--- src/rtl/pwk_pkg.sv ---
`timescale 1ns/1ps
package pwk_pkg;

  typedef enum logic [1:0] {
    RES_NEXT   = 2'd0,
    RES_VECTOR = 2'd1,
    RES_WARM   = 2'd2,
    RES_INIT   = 2'd3
  } resume_e;

  typedef enum logic [1:0] {
    ST_RUN  = 2'd0,
    ST_HALT = 2'd1,
    ST_EXIT = 2'd2
  } pstate_e;

  typedef struct packed {
    logic ext;
    logic wdt;
    logic irq;
    logic port;
  } wake_src_t;

  // Vector only when a newly raised request is enabled and the stack has room
  function automatic resume_e irq_code(input logic enabled_hit, input logic stk_full);
    return (enabled_hit && !stk_full) ? RES_VECTOR : RES_NEXT;
  endfunction

endpackage

--- src/rtl/pwk_port_edge.sv ---
`timescale 1ns/1ps
module pwk_port_edge #(
  parameter int W      = 8,
  parameter int STAGES = 2
) (
  input  logic         clk,
  input  logic         rst_n,
  input  logic [W-1:0] pin_i,
  input  logic [W-1:0] mask_i,
  output logic [W-1:0] fall_o,
  output logic         any_fall_o
);
  localparam int LAST = STAGES - 1;

  logic [W-1:0] sync_q [STAGES];
  logic [W-1:0] prev_q;

  generate
    for (genvar s = 0; s < STAGES; s++) begin : g_sync
      if (s == 0) begin : g_first
        always_ff @(posedge clk or negedge rst_n) begin
          if (!rst_n) sync_q[s] <= '0;
          else        sync_q[s] <= pin_i;
        end
      end else begin : g_next
        always_ff @(posedge clk or negedge rst_n) begin
          if (!rst_n) sync_q[s] <= '0;
          else        sync_q[s] <= sync_q[s-1];
        end
      end
    end
  endgenerate

  always_ff @(posedge clk or negedge rst_n) begin
    if (!rst_n) prev_q <= '0;
    else        prev_q <= sync_q[LAST];
  end

  assign fall_o     = prev_q & ~sync_q[LAST] & mask_i;
  assign any_fall_o = |fall_o;

  // a reported fall means the synchronised level is now low
  AST_FALL_IS_LOW: assert property (@(posedge clk) disable iff (!rst_n)
    any_fall_o |-> ((sync_q[LAST] & mask_i) != mask_i)) else $error("fall without low level");

endmodule

--- src/rtl/pwk_wake_arb.sv ---
`timescale 1ns/1ps
module pwk_wake_arb
  import pwk_pkg::*;
#(
  parameter int IRQ_W = 4
) (
  input  logic             clk,
  input  logic             rst_n,
  input  logic             halted_i,
  input  logic             ext_i,
  input  logic             wdt_i,
  input  logic [IRQ_W-1:0] irq_flag_i,
  input  logic [IRQ_W-1:0] irq_en_i,
  input  logic [IRQ_W-1:0] pend_i,
  input  logic             stack_full_i,
  input  logic             port_fall_i,
  output logic             wake_o,
  output logic             wdt_hit_o,
  output resume_e          code_o
);
  logic [IRQ_W-1:0] fresh;
  wake_src_t        src;

  assign fresh = irq_flag_i & ~pend_i;

  always_comb begin
    src    = '0;
    code_o = RES_NEXT;
    if (halted_i) begin
      if (ext_i) begin
        src.ext = 1'b1;
        code_o  = RES_INIT;
      end else if (wdt_i) begin
        src.wdt = 1'b1;
        code_o  = RES_WARM;
      end else if (|fresh) begin
        src.irq = 1'b1;
        code_o  = irq_code(|(fresh & irq_en_i), stack_full_i);
      end else if (port_fall_i) begin
        src.port = 1'b1;
        code_o   = RES_NEXT;
      end
    end
  end

  assign wake_o    = |src;
  assign wdt_hit_o = src.wdt;

  AST_ONE_CAUSE: assert property (@(posedge clk) disable iff (!rst_n)
    $onehot0(src)) else $error("several wake causes");
  AST_EXT_WINS: assert property (@(posedge clk) disable iff (!rst_n)
    (halted_i && ext_i) |-> (wake_o && code_o == RES_INIT)) else $error("ext reset lost");
  AST_PEND_NO_WAKE: assert property (@(posedge clk) disable iff (!rst_n)
    (halted_i && !ext_i && !wdt_i && !port_fall_i && fresh == '0) |-> !wake_o) else $error("stale irq woke");

endmodule

--- src/rtl/pwk_exit_timer.sv ---
`timescale 1ns/1ps
module pwk_exit_timer #(
  parameter int DELAY_CYC = 1024
) (
  input  logic clk,
  input  logic rst_n,
  input  logic start_i,
  input  logic active_i,
  output logic done_o
);
  localparam int CW = $clog2(DELAY_CYC);
  localparam logic [CW-1:0] LAST = CW'(DELAY_CYC - 1);

  logic [CW-1:0] cnt_q;

  assign done_o = active_i && (cnt_q == LAST);

  always_ff @(posedge clk or negedge rst_n) begin
    if (!rst_n)                 cnt_q <= '0;
    else if (start_i)           cnt_q <= '0;
    else if (active_i && !done_o) cnt_q <= cnt_q + 1'b1;
  end

  AST_CNT_BOUND: assert property (@(posedge clk) disable iff (!rst_n)
    cnt_q <= LAST) else $error("exit counter overran");
  AST_DONE_ENDS: assert property (@(posedge clk) disable iff (!rst_n)
    done_o |=> !done_o) else $error("done held");

endmodule

--- src/rtl/pwrdn_wake_ctrl.sv ---
`timescale 1ns/1ps
module pwrdn_wake_ctrl
  import pwk_pkg::*;
#(
  parameter int PORT_W    = 8,
  parameter int IRQ_W     = 4,
  parameter int SYNC_STG  = 2,
  parameter int DELAY_CYC = 1024
) (
  input  logic              clk,
  input  logic              rst_n,
  input  logic              ext_rst_i,
  input  logic              halt_i,
  input  logic              wdt_ovf_i,
  input  logic              wdt_clr_i,
  input  logic [PORT_W-1:0] port_i,
  input  logic [PORT_W-1:0] port_wake_en_i,
  input  logic [IRQ_W-1:0]  irq_flag_i,
  input  logic [IRQ_W-1:0]  irq_en_i,
  input  logic              stack_full_i,
  output logic              sys_clk_en_o,
  output logic              to_flag_o,
  output logic              pdf_flag_o,
  output logic              resume_valid_o,
  output logic [1:0]        resume_code_o
);
  pstate_e          st_q;
  resume_e          code_q, rcode_q;
  logic [IRQ_W-1:0] pend_q;
  logic             to_q, pdf_q, rv_q;

  logic [PORT_W-1:0] port_fall;
  logic              port_any;
  logic              wake_take, wdt_wake, exit_done;
  logic              halt_take;
  resume_e           arb_code;

  pwk_port_edge #(.W(PORT_W), .STAGES(SYNC_STG)) u_edge (
    .clk(clk), .rst_n(rst_n), .pin_i(port_i), .mask_i(port_wake_en_i),
    .fall_o(port_fall), .any_fall_o(port_any)
  );

  pwk_wake_arb #(.IRQ_W(IRQ_W)) u_arb (
    .clk(clk), .rst_n(rst_n), .halted_i(st_q == ST_HALT),
    .ext_i(ext_rst_i), .wdt_i(wdt_ovf_i), .irq_flag_i(irq_flag_i),
    .irq_en_i(irq_en_i), .pend_i(pend_q), .stack_full_i(stack_full_i),
    .port_fall_i(port_any), .wake_o(wake_take), .wdt_hit_o(wdt_wake),
    .code_o(arb_code)
  );

  pwk_exit_timer #(.DELAY_CYC(DELAY_CYC)) u_timer (
    .clk(clk), .rst_n(rst_n), .start_i(wake_take),
    .active_i(st_q == ST_EXIT), .done_o(exit_done)
  );

  assign halt_take = (st_q == ST_RUN) && halt_i && !ext_rst_i && !wdt_ovf_i;

  always_ff @(posedge clk or negedge rst_n) begin
    if (!rst_n) begin
      st_q    <= ST_RUN;
      code_q  <= RES_NEXT;
      rcode_q <= RES_NEXT;
      pend_q  <= '0;
      to_q    <= 1'b0;
      pdf_q   <= 1'b0;
      rv_q    <= 1'b0;
    end else begin
      rv_q <= 1'b0;
      unique case (st_q)
        ST_RUN: begin
          if (ext_rst_i) begin
            rv_q    <= 1'b1;
            rcode_q <= RES_INIT;
          end else if (wdt_ovf_i) begin
            to_q    <= 1'b1;
            rv_q    <= 1'b1;
            rcode_q <= RES_INIT;
          end else if (halt_take) begin
            st_q   <= ST_HALT;
            pdf_q  <= 1'b1;
            to_q   <= 1'b0;
            pend_q <= irq_flag_i;
          end else if (wdt_clr_i) begin
            pdf_q <= 1'b0;
          end
        end
        ST_HALT: begin
          if (wake_take) begin
            st_q   <= ST_EXIT;
            code_q <= arb_code;
            if (wdt_wake) to_q <= 1'b1;
          end
        end
        ST_EXIT: begin
          if (ext_rst_i) code_q <= RES_INIT;
          if (exit_done) begin
            st_q    <= ST_RUN;
            rv_q    <= 1'b1;
            rcode_q <= ext_rst_i ? RES_INIT : code_q;
          end
        end
        default: st_q <= ST_RUN;
      endcase
    end
  end

  assign sys_clk_en_o   = (st_q == ST_RUN);
  assign to_flag_o      = to_q;
  assign pdf_flag_o     = pdf_q;
  assign resume_valid_o = rv_q;
  assign resume_code_o  = rcode_q;

  AST_HALT_STOPS: assert property (@(posedge clk) disable iff (!rst_n)
    halt_take |=> (!sys_clk_en_o && pdf_flag_o && !to_flag_o)) else $error("halt entry wrong");
  AST_WAKE_HOLDS_OFF: assert property (@(posedge clk) disable iff (!rst_n)
    wake_take |=> !sys_clk_en_o) else $error("clock back too early");
  AST_RESUME_WITH_CLK: assert property (@(posedge clk) disable iff (!rst_n)
    resume_valid_o |-> sys_clk_en_o) else $error("resume while gated");
  AST_CLK_BACK_PULSE: assert property (@(posedge clk) disable iff (!rst_n)
    $rose(sys_clk_en_o) |-> resume_valid_o) else $error("clock back without resume");
  AST_WDT_SETS_TO: assert property (@(posedge clk) disable iff (!rst_n)
    wdt_wake |=> to_flag_o) else $error("time-out flag missed");
  AST_EXT_IN_EXIT: assert property (@(posedge clk) disable iff (!rst_n)
    (st_q == ST_EXIT && ext_rst_i) |=> (code_q == RES_INIT)) else $error("ext in exit lost");

endmodule

--- config.mk ---
export PLATFORM = sky130hd
export DESIGN_NAME = pwrdn_wake_ctrl
export DESIGN_NICKNAME = d
export VERILOG_FILES = /design/src/rtl/pwk_pkg.sv /design/src/rtl/pwk_port_edge.sv /design/src/rtl/pwk_wake_arb.sv /design/src/rtl/pwk_exit_timer.sv /design/src/rtl/pwrdn_wake_ctrl.sv
export SDC_FILE = /design/constraint.sdc
export NUM_CORES = 1
export LEC_CHECK = 0
export BUFFER_PORTS_ARGS = -buffer_cell sky130_fd_sc_hd__buf_2
export CORE_MARGIN = 5
export CORE_UTILIZATION = 45
export DETAILED_ROUTE_END_ITERATION = 10
export GPL_TIMING_DRIVEN = 0
export HOLD_SLACK_MARGIN = 0.08
export PLACE_DENSITY = 0.7
export RECOVER_POWER = 25
export SYNTH_ARGS = -nofsm -noshare
export SYNTH_HDL_FRONTEND = slang
export SYNTH_SLANG_ARGS = --single-unit
--- constraint.sdc ---
create_clock -name clk -period 1.9 [get_ports clk]
set_clock_uncertainty 0.15 [all_clocks]
set_input_delay 0.095 -clock clk [delete_from_list [all_inputs] [get_ports clk]]
set_output_delay 0.095 -clock clk [all_outputs]
set_load 0.02 [all_outputs]
==> results of run 1 <==
-- critical path: stages, from the launching register on --
cell,delay [ps]
dfrtp_1,440
and4_1,230
buf_6,130
a311oi_4,350
nand4_1,170
xor2_1,220
nor2_2,40
-- cell families after synthesis --
group / count (synthesis) / synth area share
AO/OA/AOI/OAI: 25 / 0.109
XOR/XNOR: 9 / 0.0418
adder cells (fa/ha/maj): 1 / 0.00663
buffers and inverters: 12 / 0.0305
flip-flops: 47 / 0.623
multiplexers: 2 / 0.0113
AND/OR/NAND/NOR: 59 / 0.178
-- cell usage in the layout, fill, tap and decap left out, drive strengths merged, types with 5 or more instances in the layout --
cell type and instances:
buf 41, clkbuf 6, dfrtp 47, dlygate4sd3 18, inv 10, nand2 19, nand3b 5, nor2 14
xor2 7
-- power by group through the flow --
stage	clock [mW]	combinational, mW	sequential (mW)
2_1_floorplan	0	0.452	1.34
3_3_place_gp	0	0.635	1.31
3_5_place_dp	0	0.676	1.33
4_1_cts	0.669	0.723	1.31
5_1_grt	0.708	0.808	1.33
6_report	0.638	0.722	1.31
-- worst paths after layout --
path	to	slack, ps	depth (start not counted)
max	u_timer.cnt_q[9]	50	6
min	pdf_flag_o	130	5
max reg2reg	u_timer.cnt_q[9]	50	6
min reg2reg	u_edge.sync_q[1]	210	0
max in group asynchronous	u_timer.cnt_q[7]	610	2
min in group asynchronous	pend_q[2]	350	2
-- area by class of cell --
class,count,area [um^2],share of cell area
Buffer,5,33.8,0.0139
Sequential cell,47,1180,0.484
Inverter,7,26.3,0.0108
Tap cell,50,62.6,0.0258
Timing Repair Buffer,55,370,0.152
Clock inverter,3,28.8,0.0118
Multi-Input combinational cell,96,662,0.273
Clock buffer,5,68.8,0.0283
-- metal layers --
layer | wire length, um | global-route usage | part of all wire
met5 | 0 | 0 | 0
met4 | 40 | 0.0514 | 0.011
met3 | 225 | 0.0427 | 0.059
met2 | 2010 | 0.278 | 0.53
met1 | 1510 | 0.177 | 0.40
-- sequential cells by signal, indices dropped and copies added, names as in the netlist, 2 cells and up --
signal,flops
u_edge.prev_q,8
u_timer.cnt_q,10
resume_code_o,2
u_edge.sync_q,16
st_q,2
pend_q,4
code_q,2
-- repair_timing --
| item | CTS | global route |
|---|---|---|
| buffers inserted | 0 | 2 |
| hold endpoints to repair | 62 | 0 |
| gates resized for setup | 0 | 5 |
| endpoints found under the setup margin | 0 | 13 |
| hold buffers | 18 | 0 |
==> impl_results.md, run 1 <==
* Global route total overflow at 0
* Share of the synthesized area in the top cell type at 0.623
* Main synth FF type: dfrtp_1
* Switching Share at 0.332
* Fin Hold WS at 128 ps
* GP Congestion at 0.792
* Slew Limit Fails at 0
* DIE AREA at 5590 um^2
* Seq/Total Area, Yosys at 0.623
* Core Util, Final at 0.603
* WS Path Type: reg -> reg
* Final Total Pwr at 2.67 mW
* Dpl hpwl at 2.66 mm
* Worst-Margin Slew at 1010 ps
* Tot GR Track Use at 0.154
* First-pass DRT Iterations at 5
* Final instance area at 2430 um^2
* Flop pwr share at 0.491
* Antenna viol nets, final at 0
* Global-route wire length before repair at 6.52 mm
* RSZ-0062 raised after global routing: true
* Die Wd at 74.8 um
* Layout cells sized above 1 at 0.294
* Routed wire per std cell at 14.1 um
* Routed WL at 3.79 mm
* Type of the most critical hold path: in -> reg
* Number of global-route vias before repair at 1485
* Worst Path Arrival at 1890 ps
* Startpoint Class: flop
* Pin count of the biggest net entering global routing at 48
* Via Count at 1376
* Initial DRC Count at 67
* # IOs at 37
* HP Start: ext_rst_i
* Setup crit end kind: flop
* DP Area at 2130 um^2
* Total of max-cap violations at 0
* Cells after DPL at 240
* CTS tree: built
* Clk buf depth at 2
* Residual DRC count at 0
* Int Pwr at 1.78 mW
* Clock Power Share at 0.239
* Dominant cells by area after synthesis: dfrtp_1, nand2_1, xor2_1
* #FFs+latches synth at 47
* Post-Layout Cell Count at 268
* Post-synth EDFFs at 0
* Final nets at 249
* Clk root buf: clkbuf_8
* Mean area per synthesized cell at 12.2 um^2
* Filler cells at 343
* Net count after synthesis at 187
* Clock sink total at 47
* Cell Area, Synth at 1890 um^2
* Largest area contributor in the netlist: dfrtp_1
* Period minus WS final at 1850 ps
* CP required at 1940 ps
* FP Rows at 23
* TNS Setup at 0 ps
* RR Startpoint: u_timer.cnt_q[2]
* Leakage power at 1.12 nW
* Worst ir drop on vdd at 0.565 mV
* # setup viols final at 0
* Pre-CTS WS at 62.2 ps
* Status: completed
* CORE AREA at 4030 um^2
* Origin of the worst setup path: u_timer.cnt_q[2]
* Synth warn at 0
* Final period utilization at 0.974
* Most common cell in the netlist: dfrtp_1
* Die H at 74.8 um
* H-tree Lvls at 2
* Combinational group share of total power at 0.270
* PD cells at 1100 nW/um^2
* Clk pin slew, worst setup/hold paths at 100 ps
* CP max FO at 6
* Slew HR at 0.324
* Initial antenna violation count at 0
* Setup WS post-layout at 48.9 ps
* Peak Freq at 540 MHz
* Vias per inst at 5.13
* Switching power at 0.887 mW
* Ys async rst share at 1.00
* Layout Area Growth over Synthesis at 28.6%
* Initial Utilization at 0.469
* Synth cell count leaders: dfrtp_1, nand2_1, nor2_1
* Mapped Cells at 155
* Final Hold Vio Count at 0
* Clock latency on the worst-skew pair at 300 ps
* IO buf count at 35
* # diodes at 0
* Synth cell types at 43
* Num CTS Buffers at 5
Power figures use the tool's default switching activity.
==> inputs of run 2 (changes only) <==
- clock period: 1.9 -> 2.15 ns (I/O delays scaled with it)
==> impl_results.md, run 2 (same netlist as run 1, synthesis figures left out) <==
* Clk buf depth at 2
* Most frequent CP cell: nand2_1
* Global-route wire length before repair at 6.52 mm
* Worst-Margin Slew at 1020 ps
* Routed WL at 3.79 mm
* Tot GR Track Use at 0.155
* Largest reg by FF count: u_edge.sync_q
* Routed wire per std cell at 14.2 um
* Initial Utilization at 0.469
* Antenna viol nets, final at 0
* Layout Area Growth over Synthesis at 27.2%
* CTS tree: built
* FP Rows at 23
* Largest registers: u_edge.sync_q x16, u_timer.cnt_q x10, u_edge.prev_q x8
* Final Hold Vio Count at 0
* TNS Setup at 0 ps
* R2r setup slk at 170 ps
* Initial antenna violation count at 0
* GP Congestion at 0.792
* Total of max-cap violations at 0
* Type of the most critical hold path: in -> reg
* Switching Share at 0.333
* CP top delay family: buffers and inverters
* Setup crit end kind: flop
* Clk pin slew, worst setup/hold paths at 100 ps
* Int Pwr at 1.57 mW
* Status: completed
* Final period utilization at 0.919
* Slew Limit Fails at 0
* Worst ir drop on vdd at 0.492 mV
* FF-to-FF path depth at 6
* Pre-CTS WS at 312 ps
* Pin count of the biggest net entering global routing at 48
* Peak Freq at 506 MHz
* Residual DRC count at 0
* Core Util, Final at 0.596
* Max reg flops at 16
* Slowest cell on the critical path: dlygate4sd3_1
* # diodes at 0
* Initial DRC Count at 87
* CP required at 2190 ps
* Clock sink total at 47
* Flop pwr share at 0.492
* Die Wd at 74.8 um
* Slew HR at 0.317
* Dpl hpwl at 2.66 mm
* Global route total overflow at 0
* RSZ-0062 raised after global routing: false
* Layout cells sized above 1 at 0.269
* Combinational group share of total power at 0.267
* Via Count at 1376
* # setup viols final at 0
* Commonest non-fill, non-tap cell in the layout: dfrtp_1
* CP peak stage delay at 570 ps
* Switching power at 0.784 mW
* Clk root buf: clkbuf_8
* Period minus WS final at 1980 ps
* RR Startpoint: st_q[0]
* Die H at 74.8 um
* PD cells at 979 nW/um^2
* Leakage power at 1.10 nW
* Critical path depth at 6
* IO buf count at 35
* Number of global-route vias before repair at 1486
* Area occupied by multi-input gates at 654 um^2
* R2r endpoint: pdf_flag_o
* Crit path cell chain: buf_2, nor4_1, nand2_1, dlygate4sd3_1, nand2_1, nand2_1
* Commonest cells after routing, fill and taps aside: dfrtp_1, buf_2, nand2_1, dlygate4sd3_1, nor2_1
* WS Path Type: reg -> reg
* Startpoint Class: flop
* Clock Power Share at 0.240
* Filler cells at 350
* Setup WS post-layout at 173 ps
* Worst Path Arrival at 2010 ps
* CORE AREA at 4030 um^2
* Origin of the worst setup path: st_q[0]
* H-tree Lvls at 2
* CP Buf/Inv Count at 2
* Sequential Area at 1180 um^2
* Num CTS Buffers at 5
* CP endpoint: pdf_flag_o
* Final nets at 247
* CP max FO at 10
* Vias per inst at 5.17
* # IOs at 37
* Clock latency on the worst-skew pair at 300 ps
* First-pass DRT Iterations at 4
* DIE AREA at 5590 um^2
run 2: changes by cell type in the layout (fill, tap and decap cells not counted):
cell and change:
buf_4 -3, clkbuf_1 +1, nand2_1 +1, nand2_2 -1, nor2_1 +2, nor2_2 -2
run 2: power groups by stage:
stage	logic, mW	registers [mW]	clock network (mW)
final	0.629	1.16	0.565
after global routing	0.703	1.18	0.625
after CTS	0.640	1.16	0.592
after detailed placement	0.598	1.18	0
after global placement	0.561	1.16	0
after floorplan	0.399	1.18	0
run 2: metrics by stage:
stage	hold slack, ps	cell area [um^2]	std cells	power [mW]
5_1_grt	138	2400	266	2.51
3_5_place_dp	66.8	2130	240	1.78
2_1_floorplan	-338	1890	155	1.58
4_1_cts	83.5	2400	266	2.39
3_3_place_gp	66.0	2130	240	1.72
6_report	98.9	2400	266	2.35
run 2: timing repair:
action | 4_1_cts | 5_1_grt
resized for setup | 0 | 0
hold buffers | 18 | 0
setup buffers | 0 | 0
hold endpoints to repair | 62 | 0
run 2: worst min-delay path: stages:
cell and delay, ps:
buf_2 80, a31oi_1 180, nand3_1 100, nand2_1 50
run 2: area by class of cell:
class | instances | area share
clock inverters | 3 | 0.0120
multi-input cells | 96 | 0.272
well taps | 50 | 0.0260
flip-flops and latches | 47 | 0.490
inverters | 7 | 0.0109
clock buffers | 5 | 0.0286
repair buffers | 53 | 0.147
plain buffers | 5 | 0.0130
run 2: routing by layer:
layer	share of wire	global-route usage	up-vias
li1	-	-	657
met2	0.53	0.280	37
met5	0	0	-
met4	0.011	0.0514	0
met1	0.41	0.177	677
met3	0.052	0.0414	5
run 2: how the worst min path moves through the flow:
stage	startpoint	end	slack, ps	cells past startpoint
6_report	port_wake_en_i[4]	st_q[0]	100	4
5_1_grt	port_wake_en_i[4]	st_q[0]	140	4
4_1_cts	port_wake_en_i[4]	st_q[0]	80	4
3_5_place_dp	port_i[1]	u_edge.sync_q[9]	70	1
3_3_place_gp	port_i[6]	u_edge.sync_q[14]	70	1
2_1_floorplan	rst_n	code_q[0]	-340	0
==> inputs of run 3 (changes only) <==
- ABC_AREA: default -> 1
==> impl_results.md, run 3 <==
* Synth warn at 0
* Layout Area Growth over Synthesis at 27.1%
* Period minus WS final at 1820 ps
* Peak Freq at 551 MHz
* # setup viols final at 0
* Worst ir drop on vdd at 0.560 mV
* Setup crit end kind: flop
* Final instance area at 2490 um^2
* TNS Setup at 0 ps
* Slew Limit Fails at 0
* Final period utilization at 0.845
* Slowest cell on the critical path: dlygate4sd3_1
* DP Area at 2210 um^2
* Post-synth EDFFs at 0
* Cells after DPL at 300
* CP peak stage delay at 550 ps
* Mean area per synthesized cell at 9.25 um^2
* Commonest cells after routing, fill and taps aside: nand2_1, dfrtp_1, buf_2, inv_1, nand3_1
* IO buf count at 36
* Clock latency on the worst-skew pair at 310 ps
* Largest registers: u_edge.sync_q x16, u_timer.cnt_q x10, u_edge.prev_q x8
* CP required at 2240 ps
* DIE AREA at 5780 um^2
* Routed wire per std cell at 11.0 um
* Total of max-cap violations at 0
* Most frequent CP cell: nand2_1
* Clock sink total at 47
* Startpoint Class: flop
* Dominant cells by area after synthesis: dfrtp_1, nand2_1, nand3_1
* Status: completed
* CP max FO at 4
* Worst-Margin Slew at 987 ps
* Cell Area, Synth at 1960 um^2
* Type of the most critical hold path: in -> reg
* Dpl hpwl at 2.52 mm
* Residual DRC count at 0
* CORE AREA at 4290 um^2
* Seq/Total Area, Yosys at 0.599
* Most common cell in the netlist: nand2_1
* WS Path Type: reg -> reg
* Share of the synthesized area in the top cell type at 0.599
* Largest reg by FF count: u_edge.sync_q
* First-pass DRT Iterations at 4
* CTS tree: built
* Initial Utilization at 0.457
* Global route total overflow at 0
* Crit path cell chain: inv_1, nand2_1, nor2_1, nand2_1, nand2_1, dlygate4sd3_1
* # diodes at 0
* # IOs at 37
* PD cells at 1010 nW/um^2
* Die Wd at 76.0 um
* Filler cells at 401
* Routed WL at 3.61 mm
* Number of global-route vias before repair at 1604
* Commonest non-fill, non-tap cell in the layout: nand2_1
* Antenna viol nets, final at 0
* Initial DRC Count at 58
* Final nets at 306
* RSZ-0062 raised after global routing: false
* Clk buf depth at 2
* Max reg flops at 16
* Net count after synthesis at 244
* Final Total Pwr at 2.52 mW
* #FFs+latches synth at 47
* Via Count at 1530
* Initial antenna violation count at 0
* FP Rows at 24
* Main synth FF type: dfrtp_1
* Synth cell count leaders: nand2_1, dfrtp_1, inv_1
* Slew HR at 0.342
* Layout cells sized above 1 at 0.200
* Pin count of the biggest net entering global routing at 48
* Leakage power at 1.29 nW
* Vias per inst at 4.68
* H-tree Lvls at 2
* Worst Path Arrival at 1910 ps
* Clk root buf: clkbuf_8
* Largest area contributor in the netlist: dfrtp_1
* Ys async rst share at 1.00
* Num CTS Buffers at 5
* Post-CTS sizing at 0
* Die H at 76.0 um
* GP Congestion at 0.782
* Global-route wire length before repair at 6.65 mm
* Synth cell types at 23
* Clk pin slew, worst setup/hold paths at 100 ps
* Tot GR Track Use at 0.142
* Final Hold Vio Count at 0
* Mapped Cells at 212
* Post-Layout Cell Count at 327
==> run 3: changes by cell type after synthesis, moves of 3 or more <==
cell,previous run,this run
nand2_1,19,52
inv_1,7,30
nand3_1,3,29
xor2_1,7,2
nand2_2,0,3
buf_2,3,0
nor2_1,12,18
o21ai_0,4,10
a311oi_1,3,0
nand3b_1,5,1
==> run 3: kinds of logic after synthesis <==
logic type / share of synthesized area
simple gates: 0.261
flops: 0.599
buf+inv: 0.0702
compound gates: 0.0453
xor+xnor: 0.0179
fa+ha+maj: 0.00638
==> run 3: worst paths after layout <==
check                             startpoint          endpoint  slack (ps)  cells after the start
max in group asynchronous              rst_n           st_q[1]         880                      2
min in group asynchronous              rst_n         to_flag_o         350                      2
hold reg to reg            u_edge.sync_q[15]  u_edge.sync_q[7]         200                      0
setup / recovery                     st_q[0]        pdf_flag_o         330                      6
hold / removal             port_wake_en_i[0]           st_q[0]         100                      6
setup reg to reg                     st_q[0]        pdf_flag_o         330                      6
==> run 3: final cells by class <==
class                   instances  area, um^2  share of cell area
plain buffers                   2        25.0              0.0100
clock buffers                   5        68.8              0.0276
clock inverters                 3        28.8              0.0115
inverters                      30         113              0.0452
multi-input cells             133         648               0.260
flip-flops and latches         47        1180               0.472
well taps                      52        65.1              0.0261
repair buffers                 55         369               0.148
==> run 3: repair_timing <==
action                                 in CTS  in global routing
endpoints found under the hold margin      65                  0
hold buffers                               19                  0
buffers inserted                            0                  0
==> run 3: metrics by stage <==
step | worst slack, ps | utilization | hold slack (ps)
after CTS | 349 | 0.581 | 102
after global routing | 212 | 0.581 | 178
after detailed placement | 426 | 0.514 | 66.8
after global placement | 446 | 0.514 | 65.5
final | 334 | 0.581 | 95.0
after floorplan | 571 | - | -338
==> run 3: worst max-delay path: cells and delay by family (launching register included) <==
family / cells / cell delay, ps
simple gates: 4 / 540
buf+inv: 2 / 690
flops: 1 / 370
==> run 3: metal layers <==
| layer | GRT usage | part of all wire | vias up |
|---|---|---|---|
| met5 | 0 | 0 | - |
| met4 | 0.0783 | 0.020 | 0 |
| met3 | 0.0473 | 0.052 | 5 |
| met2 | 0.234 | 0.49 | 32 |
| met1 | 0.159 | 0.44 | 706 |
| li1 | - | - | 787 |
==> run 3: power by group <==
group	internal (mW)	switching (mW)	total [mW]
Sequential	1.07	0.102	1.17
Combinational	0.298	0.481	0.779
Clock	0.245	0.323	0.568
Total	1.61	0.906	2.52
